$ cat config.mk
export PLATFORM = sky130hd
export DESIGN_NAME = s2p_conv
export DESIGN_NICKNAME = d
export VERILOG_FILES = /design/src/rtl/s2p_pkg.sv /design/src/rtl/s2p_slip_qual.sv /design/src/rtl/s2p_pack.sv /design/src/rtl/s2p_delay.sv /design/src/rtl/s2p_frame.sv /design/src/rtl/s2p_conv.sv
export SDC_FILE = /design/constraint.sdc
export NUM_CORES = 1
export LEC_CHECK = 0
export ABC_CLOCK_PERIOD_IN_PS = 2120
export BUFFER_PORTS_ARGS = -buffer_cell sky130_fd_sc_hd__buf_2
export CAP_MARGIN = 5
export CORE_MARGIN = 10
export CORE_UTILIZATION = 45
export CTS_BUF_LIST = sky130_fd_sc_hd__clkbuf_8
export DETAILED_ROUTE_END_ITERATION = 7
export HOLD_SLACK_MARGIN = 0.15
export MAX_ROUTING_LAYER = met4
export SYNTH_ARGS = -nofsm -noshare
export SYNTH_HDL_FRONTEND = slang
export SYNTH_SLANG_ARGS = --single-unit
$ cat constraint.sdc
create_clock -name clk_i -period 2.12 [get_ports clk_i]
set_input_delay 0.106 -clock clk_i [delete_from_list [all_inputs] [get_ports clk_i]]
set_output_delay 0.106 -clock clk_i [all_outputs]
set_load 0.01 [all_outputs]
$ cat src/rtl/s2p_pkg.sv
package s2p_pkg;
  typedef enum logic {
    RATE_DUAL   = 1'b0,
    RATE_SINGLE = 1'b1
  } rate_e;
endpackage

$ cat src/rtl/s2p_slip_qual.sv
module s2p_slip_qual #(
  parameter int unsigned MIN_DUAL   = 2,
  parameter int unsigned MIN_SINGLE = 3
) (
  input  logic            clk_i,
  input  logic            rst_ni,
  input  logic            adv_i,
  input  s2p_pkg::rate_e  rate_i,
  input  logic            slip_i,
  output logic            qual_o
);
  localparam int unsigned MAXW = (MIN_DUAL > MIN_SINGLE) ? MIN_DUAL : MIN_SINGLE;
  localparam int unsigned WCW  = $clog2(MAXW + 1);

  logic           s1_q, s2_q;
  logic [WCW-1:0] wc_q, min_w;

  assign min_w  = (rate_i == s2p_pkg::RATE_SINGLE) ? WCW'(MIN_SINGLE) : WCW'(MIN_DUAL);
  assign qual_o = adv_i && s2_q && (wc_q == min_w - WCW'(1));

  // synchronizer runs free; width counter freezes with the datapath
  always_ff @(posedge clk_i or negedge rst_ni) begin
    if (!rst_ni) begin
      s1_q <= 1'b0;
      s2_q <= 1'b0;
      wc_q <= '0;
    end else begin
      s1_q <= slip_i;
      s2_q <= s1_q;
      if (adv_i) begin
        if (!s2_q)            wc_q <= '0;
        else if (wc_q < min_w) wc_q <= wc_q + WCW'(1);
      end
    end
  end


  one_slip_per_pulse_chk: assert property (@(posedge clk_i) disable iff (!rst_ni)
    qual_o |=> !qual_o);

  min_width_chk: assert property (@(posedge clk_i) disable iff (!rst_ni)
    qual_o |-> (s2_q && $past(s2_q)));
endmodule

$ cat src/rtl/s2p_pack.sv
module s2p_pack #(
  parameter int unsigned W = 8
) (
  input  logic            clk_i,
  input  logic            rst_ni,
  input  logic            cap_i,
  input  s2p_pkg::rate_e  rate_i,
  input  logic [1:0]      lane_i,
  input  logic            drop_i,
  output logic            full_o,
  output logic [W-1:0]    word_o
);
  localparam int unsigned CW = $clog2(W) + 1;
  localparam int unsigned IW = $clog2(W);

  logic [W-1:0]  acc_q, asm_w, nxt_w;
  logic [CW-1:0] cnt_q, tot_w, cnt_nxt;
  logic [1:0]    bits_w, n_w;

  always_comb begin
    if (rate_i == s2p_pkg::RATE_SINGLE) begin
      bits_w = {1'b0, lane_i[0]};
      n_w    = drop_i ? 2'd0 : 2'd1;
    end else if (drop_i) begin
      bits_w = {1'b0, lane_i[1]};       // earlier bit of the pair is dropped
      n_w    = 2'd1;
    end else begin
      bits_w = lane_i;
      n_w    = 2'd2;
    end
    tot_w  = cnt_q + CW'(n_w);
    full_o = cap_i && (tot_w >= CW'(W));
    asm_w  = acc_q;
    nxt_w  = '0;
    for (int i = 0; i < 2; i++) begin
      if (i < int'(n_w)) begin
        if (int'(cnt_q) + i < int'(W)) asm_w[IW'(int'(cnt_q) + i)] = bits_w[i];
        else                           nxt_w[IW'(int'(cnt_q) + i - int'(W))] = bits_w[i];
      end
    end
    if (!full_o) nxt_w = asm_w;
    cnt_nxt = full_o ? (tot_w - CW'(W)) : tot_w;
  end

  assign word_o = asm_w;

  always_ff @(posedge clk_i or negedge rst_ni) begin
    if (!rst_ni) begin
      acc_q <= '0;
      cnt_q <= '0;
    end else if (cap_i) begin
      acc_q <= nxt_w;
      cnt_q <= cnt_nxt;
    end
  end


  fill_bound_chk: assert property (@(posedge clk_i) disable iff (!rst_ni)
    cnt_q < CW'(W));
endmodule

$ cat src/rtl/s2p_delay.sv
module s2p_delay #(
  parameter int unsigned W        = 8,
  parameter int unsigned TAP_DUAL = 3,
  parameter int unsigned TAP_SGL  = 5
) (
  input  logic            clk_i,
  input  logic            rst_ni,
  input  logic            adv_i,
  input  s2p_pkg::rate_e  rate_i,
  input  logic            in_v_i,
  input  logic [W-1:0]    in_d_i,
  output logic            out_v_o,
  output logic [W-1:0]    out_d_o
);
  localparam int unsigned DEPTH = (TAP_DUAL > TAP_SGL) ? TAP_DUAL : TAP_SGL;

  logic [DEPTH-1:0] v_q;
  logic [W-1:0]     d_q [DEPTH];

  always_ff @(posedge clk_i or negedge rst_ni) begin
    if (!rst_ni) begin
      v_q <= '0;
      for (int i = 0; i < int'(DEPTH); i++) d_q[i] <= '0;
    end else if (adv_i) begin
      v_q[0] <= in_v_i;
      d_q[0] <= in_d_i;
      for (int i = 1; i < int'(DEPTH); i++) begin
        v_q[i] <= v_q[i-1];
        d_q[i] <= d_q[i-1];
      end
    end
  end

  assign out_v_o = (rate_i == s2p_pkg::RATE_SINGLE) ? v_q[TAP_SGL-1] : v_q[TAP_DUAL-1];
  assign out_d_o = (rate_i == s2p_pkg::RATE_SINGLE) ? d_q[TAP_SGL-1] : d_q[TAP_DUAL-1];

  // words are at least several captures apart
  word_gap_chk: assert property (@(posedge clk_i) disable iff (!rst_ni)
    (v_q[0] && adv_i) |=> !v_q[0]);
endmodule

$ cat src/rtl/s2p_frame.sv
module s2p_frame #(
  parameter int unsigned W = 8
) (
  input  logic            clk_i,
  input  logic            rst_ni,
  input  logic            adv_i,
  input  s2p_pkg::rate_e  rate_i,
  input  logic            load_i,
  output logic            frame_o
);
  localparam int unsigned HALF_DUAL = W / 4;
  localparam int unsigned HALF_SGL  = W / 2;
  localparam int unsigned HW        = $clog2(HALF_SGL + 1);

  logic [HW-1:0] cnt_q, half_w;

  assign half_w = (rate_i == s2p_pkg::RATE_SINGLE) ? HW'(HALF_SGL) : HW'(HALF_DUAL);

  always_ff @(posedge clk_i or negedge rst_ni) begin
    if (!rst_ni) begin
      cnt_q   <= '0;
      frame_o <= 1'b0;
    end else if (adv_i) begin
      if (load_i) begin
        frame_o <= 1'b1;
        cnt_q   <= HW'(1);
      end else begin
        if (cnt_q >= half_w) frame_o <= 1'b0;
        if (cnt_q <  half_w) cnt_q   <= cnt_q + HW'(1);
      end
    end
  end
endmodule

$ cat src/rtl/s2p_conv.sv
module s2p_conv #(
  parameter int unsigned W        = 8,
  parameter int unsigned LAT_DUAL = 6,
  parameter int unsigned LAT_SGL  = 12,
  parameter int unsigned SLIP_DUAL = 2,
  parameter int unsigned SLIP_SGL  = 3
) (
  input  logic         clk_i,
  input  logic         rst_ni,
  input  logic         rate_single_i,
  input  logic         sel_b_i,
  input  logic [1:0]   ser_a_i,
  input  logic [1:0]   ser_b_i,
  input  logic         slip_i,
  input  logic         hold_i,
  output logic [W-1:0] word_o,
  output logic         frame_o
);
  localparam int unsigned TAP_DUAL = LAT_DUAL - W / 2 + 1;
  localparam int unsigned TAP_SGL  = LAT_SGL - W + 1;

  s2p_pkg::rate_e rate;
  logic           adv, run_q, cap, qual, pend_q, full, tap_v;
  logic [1:0]     lane;
  logic [W-1:0]   asm_d, tap_d;

  assign rate = s2p_pkg::rate_e'(rate_single_i);
  assign adv  = !hold_i;
  assign cap  = adv && run_q;
  assign lane = sel_b_i ? ser_b_i : ser_a_i;

  // first active edge after reset only arms capture
  always_ff @(posedge clk_i or negedge rst_ni) begin
    if (!rst_ni) begin
      run_q  <= 1'b0;
      pend_q <= 1'b0;
    end else if (adv) begin
      run_q <= 1'b1;
      if (qual)     pend_q <= 1'b1;
      else if (cap) pend_q <= 1'b0;
    end
  end

  s2p_slip_qual #(.MIN_DUAL(SLIP_DUAL), .MIN_SINGLE(SLIP_SGL)) u_qual (
    .clk_i(clk_i), .rst_ni(rst_ni), .adv_i(adv), .rate_i(rate),
    .slip_i(slip_i), .qual_o(qual));

  s2p_pack #(.W(W)) u_pack (
    .clk_i(clk_i), .rst_ni(rst_ni), .cap_i(cap), .rate_i(rate),
    .lane_i(lane), .drop_i(pend_q), .full_o(full), .word_o(asm_d));

  s2p_delay #(.W(W), .TAP_DUAL(TAP_DUAL), .TAP_SGL(TAP_SGL)) u_delay (
    .clk_i(clk_i), .rst_ni(rst_ni), .adv_i(adv), .rate_i(rate),
    .in_v_i(full), .in_d_i(asm_d), .out_v_o(tap_v), .out_d_o(tap_d));

  always_ff @(posedge clk_i or negedge rst_ni) begin
    if (!rst_ni)            word_o <= '0;
    else if (adv && tap_v)  word_o <= tap_d;
  end

  s2p_frame #(.W(W)) u_frame (
    .clk_i(clk_i), .rst_ni(rst_ni), .adv_i(adv), .rate_i(rate),
    .load_i(adv && tap_v), .frame_o(frame_o));


  hold_freeze_chk: assert property (@(posedge clk_i) disable iff (!rst_ni)
    hold_i |=> ($stable(word_o) && $stable(frame_o)));

  frame_on_load_chk: assert property (@(posedge clk_i) disable iff (!rst_ni)
    !$stable(word_o) |-> $rose(frame_o));
endmodule

## Word level (Yosys, flattened, before mapping)

Cells that the tools add are included.

| operators by class | value |
|---|---|
| multiplexer cells | 39 |
| bitwise logic cells | 2 |
| multiply operators | 0 |
| equal/unequal tests | 2 |
| reduce and logical (&&, ||, !) cells | 17 |
| shifts and indexed selects | 0 |
| $lt $le $gt $ge | 16 |
| $add $sub $neg | 8 |
| divide/modulo/power cells | 0 |

Operator list:

| kind | count |
|---|---|
| $mux W8 | 10 |
| $bwmux W8 | 3 |
| $lt A3 B5 Y1 const B | 4 |
| $mux W2 | 7 |
| $demux W1 S3 | 4 |
| $ge A3 B1 Y1 const B | 4 |
| $mux W1 | 11 |
| $logic_and A1 B1 Y1 | 9 |
| $mux W3 | 3 |
| $and A8 B8 Y8 | 1 |
| $reduce_and A2 Y1 | 4 |
| $reduce_bool A2 Y1 | 3 |
| $sub A3 B1 Y3 const B | 2 |
| $add A4 B1 Y5 const B | 1 |
| $lt A5 B4 Y1 const B | 1 |
| $add A4 B2 Y4 | 1 |
| $ge A4 B4 Y1 const B | 1 |
| $lt A1 B2 Y1 const A | 2 |
| $lt A4 B4 Y1 const B | 1 |
| $mux W4 | 1 |
| $sub A4 B4 Y4 const B | 1 |
| $add A3 B1 Y3 const B | 1 |
| $ge A3 B3 Y1 | 1 |
| $lt A3 B3 Y1 | 1 |
| 7 further kinds | 7 |

| storage, ports and cells | value |
|---|---|
| memories kept | 0 |
| ROM bits | 0 |
| RAM bits | 0 |
| bits in registers | 75 |
| latch bits | 0 |
| input port bits | 10 |

## Longest topological paths before layout

| logic depth | value |
|---|---|
| depth after elaboration | 12 |
| mapped depth | 9 |
| gate-level depth less buffers | 9 |

## Hierarchy

Synthesis repeated with hierarchy kept, for this count alone.

| unflattened totals | value |
|---|---|
| cells, all modules | 284 |
| area, all modules | 3,895.0 sq um |

Modules (own cells, without submodules):

| module | cells each | times used | seq. area each (sq um) | area each (sq um) |
|---|---|---|---|---|
| s2p_delay | 105 | 1 | 1,126.1 | 1,980.6 |
| s2p_pack | 104 | 1 | 300.3 | 989.7 |
| s2p_conv | 27 | 1 | 250.2 | 444.2 |
| s2p_frame | 31 | 1 | 100.1 | 296.5 |
| s2p_slip_qual | 17 | 1 | 100.1 | 183.9 |

## Worst setup path after synthesis

OpenSTA, ideal clock, no wires.

| timing | value |
|---|---|
| kind | reg2reg |
| start point | reg pend_q |
| end point | reg u_pack.acc_q[2] |
| data required time | 1,996 ps |
| period minus slack after synthesis | 1,981 ps |
| cell stages (with the launch flop) | 9 |
| data arrival time | 1,857 ps |
| path slack | 139 ps |
| cells stage by stage | dfrtp_1 inv_1 ha_1 ha_1 a21oi_1 and2b_1 xnor2_2 nor2_8 o31a_1 |

| between the ends | value |
|---|---|
| longest elaborated chain between the ends | 9 |
| elaborated cells on any way between the ends | 23 |
| classes of those cells | add/sub (1); order compare (3); mux (17); bitwise (1); reduce/logical (1) |

Ends and longest elaborated chain:

| element | line | source |
|---|---|---|
| from (decl) | s2p_conv.sv:23 | `logic adv, run_q, cap, qual, pend_q, full, tap_v;` |
| from (signal assigned) | s2p_conv.sv:36 | `pend_q <= 1'b0;` |
| from (signal assigned) | s2p_conv.sv:39 | `if (qual) pend_q <= 1'b1;` |
| from (signal assigned) | s2p_conv.sv:40 | `else if (cap) pend_q <= 1'b0;` |
| branches (longest 8 deep; another with $add A4 B2 Y4) | n/a |  |
| $mux W8 (*) | s2p_pack.sv:41 | `if (!full_o) nxt_w = asm_w;` |
| to (signal assigned) | s2p_pack.sv:52 | `acc_q <= nxt_w;` |
| to (decl) | s2p_pack.sv:16 | `logic [W-1:0] acc_q, asm_w, nxt_w;` |

Mark *: on every way between the ends.
A chain may end at the register's enable or synchronous reset.

## Worst setup path in the final report

| timing | value |
|---|---|
| start point | reg pend_q |
| end point | reg u_pack.acc_q[0] |

The elaborated chain is that of the path after synthesis.

==> impl_metrics.py <==
metrics = {
    "global_routing": {
        "grt_pass1_vias": 2191,
        "grt_usage_pct": 11.8,
        "grt_antenna_before_repair": 0,
        "grt_max_degree": 46,
        "grt_pass1_wl_mm": 10.8,
        "overflow": 0,
    },
    "routing": {
        "vias_per_cell": 5.09,
        "vias": 2225,
        "drt_iter0_markers": 87,
        "avgRoutedWirePerCell_microns": 14.2,
        "ant_nets": 0,
        "remaining_drc_errors": 0,
        "wirelength_mm": 6.19,
        "drt_pass1_iterations": 4,
    },
    "place": {
        "port_buffers": 18,
        "gp_congestion": 0.860,
        "dpl-instance-area_sq_mm": 0.00380,
        "dpl.hpwl_mm": 4.32,
    },
    "logic_synthesis": {
        "synthDistinctLibCells": 53,
        "syn_nets": 313,
        "synth-compound-area-share_pct": 9.38,
        "synth-xor-area-share_pct": 1.70,
        "synth-seq-area-share_pct": 53.3,
        "syn_inst": 292,
        "synthAdderAreaFrac_pct": 4.12,
        "synth_edf_count": 0,
        "synthTopCellsByCount": "dfrtp_1, mux2_1, nor2_1",
        "synth_top_area_cell": "dfrtp_1",
        "yosysWarnings": 0,
        "syn_area_per_cell_sq_um": 12.1,
        "ys.flop_type": "dfrtp_1",
        "yosys_register_bits": 75,
        "synthSimpleGateAreaFrac_pct": 11.2,
        "yosys.area.top_type_share_pct": 53.3,
        "synth_top_family_by_area": "multiplexers",
        "yosysMostFrequentCell": "dfrtp_1",
        "async_flop_share_pct": 100,
        "muxShareOfSynthArea_pct": 17.2,
        "synth_area_leaders": "dfrtp_1, mux2_1, ha_1, mux2i_1, a21oi_1",
        "netlist_area_sq_mm": 0.00352,
    },
    "power": {
        "switching_share_pct": 35.3,
        "switchingPower_mw": 1.67,
        "powerDensity_mw_per_mm2": 1150,
        "peakVddDrop_v": 0.000600,
        "intPower_mw": 3.06,
        "pwr-share-comb_pct": 33.4,
        "totalPowerFinal_mw": 4.73,
        "p_clk_share_pct": 21.6,
        "seqPwrFrac_pct": 45.0,
        "p_leak_nw": 1.89,
    },
    "worst_setup_path": {
        "critPathRequiredTime_ns": 2.32,
        "setup.worst_path.start": "pend_q",
        "arrival_ns": 2.28,
        "crit_chain": "buf_4 -> ha_1 -> or3_4 -> nor3_1 -> a21oi_1 -> mux2i_1 -> a211oi_1",
        "crit_slowest_cell": "or3_4",
        "crit_type": "flip-flop to flip-flop",
        "cpPeakStageDelay_ns": 0.43,
        "cp_top_family": "simple AND/OR/NAND/NOR gates",
        "reg2reg_from": "pend_q",
        "crit_buf_inv": 1,
        "reg2reg_slack_ns": 0.04,
        "worst_setup_path_start_kind": "flip-flop",
        "path_max_fanout": 5,
        "worstSetupEndpointType": "flip-flop",
    },
    "sta": {
        "skew_ns": 0.0177,
        "drv_slew": 0,
        "final-setup-viol-count": 0,
        "timing.hold.ws_ns": 0.296,
        "layout_min_cycle_time_ns": 2.08,
        "clock.fmax_ghz": 0.480,
        "relSlewSlack_pct": 61.7,
        "tns_ns": 0,
        "final_hold_viol_count": 0,
        "tightest_slew_ns": 0.575,
        "fin_crit_sh_pct": 98.2,
    },
    "status": {
        "status": "finished, final reports clean",
    },
    "die": {
        "die_y_microns": 108,
        "die_width_microns": 108,
        "io_pins": 19,
        "core-area_sq_mm": 0.00769,
        "die_area_sq_mm": 0.0118,
        "start_util_pct": 45.8,
        "fp-row-count": 32,
    },
    "layout": {
        "drive_gt1_share_pct": 22.1,
        "finish.instance_area_sq_mm": 0.00409,
        "nets": 351,
        "synthToLayoutAreaGrowth_pct": 16.2,
        "antenna_cells": 0,
    },
    "min_path": {
        "hold_class": "input port to asynchronous set/reset pin",
    },
    "clock_tree": {
        "clk_pin_slew_ns": 0.09,
        "numClockSinks": 75,
        "cts_made_buffers": 9,
        "cts_buffer_depth": 2,
        "ctsRootBufferMaster": "clkbuf_8",
        "cts_tree": "yes",
        "htreeDepth": 3,
        "clkLatencyLatePin_ns": 0.35,
    },
    "run": {
        "maxCapViolations": 0,
    },
}
## timing repair
action | in CTS | in global routing
hold buffers | 3 | 0
resized for setup | 1 | 8
hold endpoints to repair | 46 | 0
pin swaps | 0 | 3
setup buffers | 0 | 4
setup endpoints to repair | 1 | 6
## worst paths after layout
| kind | depth (start not counted) | endpoint |
|---|---|---|
| worst max-delay path | 7 | u_pack.acc_q[0] |
| worst min-delay path | 2 | u_frame.cnt_q[1] |
| worst max register to register | 7 | u_pack.acc_q[0] |
| worst min register to register | 0 | u_qual.s2_q |
| max in group asynchronous | 3 | u_pack.acc_q[4] |
| min in group clk_i | 0 | u_qual.s2_q |
## layout by cell type, fill, tap and decap left out, types with 2 or more instances in the layout
cell type | synthesis | routed
clkbuf_8 | 0 | 9
nand2b_1 | 2 | 2
ha_1 | 10 | 10
nand3b_1 | 2 | 2
nand2_1 | 14 | 14
dfrtp_1 | 75 | 73
a31oi_1 | 5 | 5
nor2_1 | 24 | 24
buf_4 | 1 | 17
mux2_1 | 40 | 40
a211oi_1 | 2 | 2
clkinvlp_4 | 0 | 3
dlygate4sd3_1 | 0 | 3
dfrtp_2 | 0 | 2
inv_1 | 10 | 10
nand3_1 | 4 | 4
o21ai_0 | 3 | 3
nand4_1 | 3 | 3
mux2i_1 | 12 | 12
o211ai_1 | 2 | 2
buf_2 | 4 | 17
inv_6 | 0 | 2
xnor2_1 | 3 | 3
buf_12 | 0 | 2
o21ai_1 | 7 | 7
nor2b_1 | 6 | 6
a21oi_1 | 21 | 21
mux2_2 | 3 | 3
nor3_1 | 3 | 2
## per-stage QoR
step                util (%)  worst slack (ns)  instances
detailed placement      49.4            0.0128        414
floorplan                  -             0.139        292
CTS                     52.2            0.0219        433
finish                  53.2            0.0377        437
global route            53.2          -0.00957        437
global placement        49.4            0.0818        414
## layer usage
metal  GRT usage (%)  wire (microns)
met5               -               0
met4            3.95              76
met3            2.74             190
met2            17.5            2870
met1            15.5            3050
## final cells by class
cell class,instances,area [sq um]
multi-input combinational,194,1580
timing repair buffer,39,283
sequential,75,1880
inverter,11,41.3
clock buffer,9,124
tap,102,128
clock inverter,7,60.1
fill,693,3590
## state kept, by name, summed over array words and instances, names as in the netlist, 2 cells and up
register	cells
u_delay.d_q	40
u_delay.v_q	5
u_frame.cnt_q	3
u_pack.acc_q	8
u_pack.cnt_q	4
u_qual.wc_q	2
word_o	8
## power by group through the flow
stage	combinational (mW)	clock (mW)	sequential (mW)
after global placement	1.45	0	2.14
after detailed placement	1.48	0	2.16
after floorplan	1.08	0	2.11
after global routing	1.81	1.12	2.19
final	1.58	1.02	2.12
after CTS	1.49	1.06	2.13
## worst register-to-register path, stage by stage (launching register included)
cell	delay, ns
dfrtp_1	0.38
buf_4	0.15
ha_1	0.23
or3_4	0.43
nor3_1	0.20
a21oi_1	0.10
mux2i_1	0.31
a211oi_1	0.13
## kinds of logic after synthesis
| logic type | Yosys count |
|---|---|
| multiplexers | 55 |
| XOR/XNOR | 6 |
| flip-flops | 75 |
| adder cells (fa/ha/maj) | 11 |
| buffers and inverters | 23 |
| AND/OR/NAND/NOR | 71 |
| AO/OA/AOI/OAI | 51 |
Note: power is estimated with default switching activity, not from simulation.
